## config.mk

```make
export PLATFORM = sky130hd
export DESIGN_NAME = lam_access_check
export DESIGN_NICKNAME = d
export VERILOG_FILES = /design/src/rtl/lam_pkg.sv /design/src/rtl/lam_access_check.sv
export SDC_FILE = /design/constraint.sdc
export NUM_CORES = 1
export LEC_CHECK = 0
export BUFFER_PORTS_ARGS = -buffer_cell sky130_fd_sc_hd__buf_2
export CAP_MARGIN = 20
export CORE_AREA = 4 4 41 43
export DETAILED_ROUTE_END_ITERATION = 10
export DIE_AREA = 0 0 45 47
export GPL_TIMING_DRIVEN = 0
export PLACE_DENSITY = 0.54
export SLEW_MARGIN = 20
export SYNTH_ARGS = -nofsm -noshare
export SYNTH_HDL_FRONTEND = slang
export SYNTH_SLANG_ARGS = --single-unit
export TNS_END_PERCENT = 50
```

## constraint.sdc

```tcl
create_clock -name vclk -period 1.77
set_input_delay 0.0885 -clock vclk [all_inputs]
set_output_delay 0.0885 -clock vclk [all_outputs]
set_load 0.005 [all_outputs]
```

## src/rtl/lam_pkg.sv

```systemverilog
package lam_pkg;
  localparam int MODE_W = 5;
  localparam logic [MODE_W-1:0] MODE_SVC_NARROW = 5'b00011;
  localparam logic [MODE_W-1:0] MODE_ABT_WIDE   = 5'b10111;
  localparam logic [MODE_W-1:0] MODE_UND_WIDE   = 5'b11011;

  typedef struct packed {
    logic vec_abort;
    logic addr_exc;
  } lam_flags_t;
endpackage

```

## src/rtl/lam_access_check.sv

```systemverilog
module lam_access_check
  import lam_pkg::*;
#(
  parameter int ADDR_W         = 32,
  parameter int NARROW_PC_W    = 24,
  parameter int VEC_BYTES      = 32,
  parameter bit VEC_READ_ABORT = 1'b1
)(
  input  logic              prog32,
  input  logic              data32,
  input  logic              mode_bit4,
  input  logic              valid,
  input  logic [ADDR_W-1:0] addr,
  input  logic              write,
  input  logic              fetch,
  output lam_flags_t        flags
);
  localparam int VEC_W    = $clog2(VEC_BYTES);
  localparam int NARROW_W = NARROW_PC_W + 2;

  logic in_vec, above_narrow, access_qual, vec_hit, range_hit;

  assign in_vec       = ~|addr[ADDR_W-1:VEC_W];
  assign above_narrow = |addr[ADDR_W-1:NARROW_W];

  generate
    if (VEC_READ_ABORT) begin : g_rd_abort
      assign access_qual = 1'b1;
    end else begin : g_wr_only
      assign access_qual = write;
    end
  endgenerate

  assign vec_hit   = valid && !fetch && prog32 && !mode_bit4 && in_vec && access_qual;
  assign range_hit = valid && !fetch && !prog32 && !data32 && above_narrow;

  always_comb begin
    flags.vec_abort = vec_hit;
    flags.addr_exc  = range_hit && !vec_hit;
  end
endmodule

```

# == Word-level counts from Yosys, hierarchy flattened ==
# Index checks and enable logic that the tools add are counted.
# W data, S select, Z words.
# totals
register_bits,0
ram_bits,0
rom_bits,0
out_inout_bits,2
memories,0
latchBits,0
elab_cells,16
# classes
reduce_logical,16
div_mod_pow,0
eq_ne,0
bitwise_logic,0
add_sub_neg,0
n_mul,0
muxes,0
magnitude_cmp,0
n_shift,0
# ops
cell,n
$reduce_or A27 Y1,1
$logic_and A1 B1 Y1,8
$logic_not A1 Y1,6
$reduce_or A6 Y1,1

# == Logic depth before layout (Yosys ltp) ==
# depth
word_depth,7
depth_mapped,4
ltp_nobuf,3

# == Worst setup path after synthesis ==
# No wires, ideal clock.
# synth_timing
path_kind,input to output
from,in mode_bit4
to,out flags[1] (netlist bit)
path_stages,4
arrival_time_ns,0.756
slack_ns,0.926
path_buffers,1
cell_sequence,nor4b_1 > nand4_1 > nor3_2 > buf_4
# synth_via
elab_chain_len,3
# synth_lines
element,line,source
from (decl),lam_access_check.sv:11,"input logic mode_bit4,"
$logic_not A1 Y1,lam_access_check.sv:34,assign vec_hit = valid && !fetch && prog32 && !mode_bit4 && in_vec && access_qual;
$logic_and A1 B1 Y1 (2 in series),lam_access_check.sv:34,
to (decl),lam_access_check.sv:16,output lam_flags_t flags
# Every way passes these cells.

# == Worst setup path after layout ==
# Same ends and word-level chain as after synthesis.

==> impl_metrics.env <==
export IMPL_status="finished clean"
export IMPL_p_per_area_nw_per_um2=147
export IMPL_wl_per_cell_um=9.43
export IMPL_routabilityCongestion=0.584
export IMPL_synth_distinct_cells=11
export IMPL_tns_ps=0
export IMPL_dieArea_um2=2120
export IMPL_antenna_found_initial=0
export IMPL_track_usage_pct=4.96
export IMPL_worstHoldPathType="in -> out"
export IMPL_drtAntennaViolNets=0
export IMPL_rsz0062_at_grt="no"
export IMPL_netlist_instances=16
export IMPL_arrival_ps=1030
export IMPL_drive_gt1_share_pct=74.0
export IMPL_yosysSeqAreaShare_pct=0
export IMPL_final_cells=65
export IMPL_routed_wl_um=613
export IMPL_num_clock_buffers=0
export IMPL_chipHeight_um=47
export IMPL_whs_path_depth=5
export IMPL_final_nets=90
export IMPL_coreArea_um2=1300
export IMPL_grt_pass1_wl_um=828
export IMPL_syn_area_um2=114
export IMPL_drv_cap=0
export IMPL_ir_drop_uv=20.1
export IMPL_hold_viol_final=0
export IMPL_final_core_util_pct=23.3
export IMPL_cp_required_ps=1680
export IMPL_critPathLaunchType="input pin"
export IMPL_yosysWarnings=0
export IMPL_start_util_pct=8.75
export IMPL_n_antenna_cell=0
export IMPL_period_share_pct=63.4
export IMPL_synthTopCellsByCount="nor4_1, nand4_1, nor2_1"
export IMPL_stdcell_area_um2=303
export IMPL_period_needed_ps=1120
export IMPL_io_buffers=34
export IMPL_finalSetupViolCount=0
export IMPL_drt_initial_drc_count=1
export IMPL_synth_area_top_cells="nor4_1, nor4_4, nand4_1"
export IMPL_grt_ovfl_total=0
export IMPL_drc=0
export IMPL_seq_area_um2=0
export IMPL_nFlopsAndLatches=0
export IMPL_die_w_um=45
export IMPL_post_synth_top_count_cell="nor4_1"
export IMPL_drtPass1Iterations=2
export IMPL_crit_type="in -> out"
export IMPL_syn_avg_cell_area_um2=7.12
export IMPL_maxSlewViolCount=0
export IMPL_pin_count=40
export IMPL_end_kind="primary output"
export IMPL_p_leak_nw=0.159
export IMPL_yosys_area_top_type="nor4_1"
export IMPL_synth_top_area_share_pct=22.0
export IMPL_tightest_slew_ps=290
export IMPL_fmax_mhz=892
export IMPL_rows=13
export IMPL_worstSetupEndpoint="flags[1]"
export IMPL_areaGrowthSynthToFinish_pct=166
export IMPL_setup_ws_ps=649
export IMPL_grt_max_degree=3
export IMPL_place_ws_ps=623
export IMPL_cts_hold_buf=0
export IMPL_dp_cells=65
export IMPL_slew_headroom_pct=80.4
export IMPL_synth_nets=54
export IMPL_vias=253
export IMPL_hpwl_um=606
export IMPL_crit_fanout=1
export IMPL_startpoint="mode_bit4"
export IMPL_whs_ps=483
export IMPL_power_mw=0.0444
export IMPL_cts_setup_buffers=0
export IMPL_grt_pass1_vias=246
export IMPL_place_area_um2=303
export IMPL_post_cts_resized=0
export IMPL_vias_per_cell=3.89
[cell type report]
cell class                      instances  area, µm²
Fill cell                             166        998
Buffer                                  1       7.51
Multi-Input combinational cell         15        106
Tap cell                               15       18.8
Timing Repair Buffer                   34        170
[per-layer routing]
layer	track usage (%)	up-vias	part of all wire, %
met5	0	-	0
met4	0	0	0
met3	2.30	0	21
met2	11.6	14	58
met1	3.60	105	21
li1	-	134	-
[where the power goes]
part	internal, mW	total [mW]	switching [mW]
clock	0	0	0
combinational	0.0294	0.0444	0.0150
sequential	0	0	0
total	0.0294	0.0444	0.0150
[worst min-delay path by stage]
stage	from	to	slack, ps
floorplan	data32	flags[0]	280
global placement	data32	flags[0]	480
detailed placement	data32	flags[0]	490
CTS	data32	flags[0]	490
global route	data32	flags[0]	510
finish	data32	flags[0]	480
[critical path, stage by stage]
cell,delay [ps]
buf_2,90
nor4b_1,320
nand4_1,160
nor3_2,160
buf_4,110
buf_2,100
[kinds of logic (layout without fill, tap and decap cells)]
group,count (synthesis),in the layout,share of synthesized area [%]
AND/OR/NAND/NOR,14,14,89.0
buffers and inverters,1,35,6.60
AO/OA/AOI/OAI,1,1,4.39
[layout by cell type (no fill, tap or decap), drive strengths merged]
master and count:
a21oi 1, buf 35, nand2 1, nand4 2, nor2 2, nor2b 1, nor3 1, nor4 5
nor4b 1, or3 1
No activity file was read; power rests on OpenSTA's default activity.
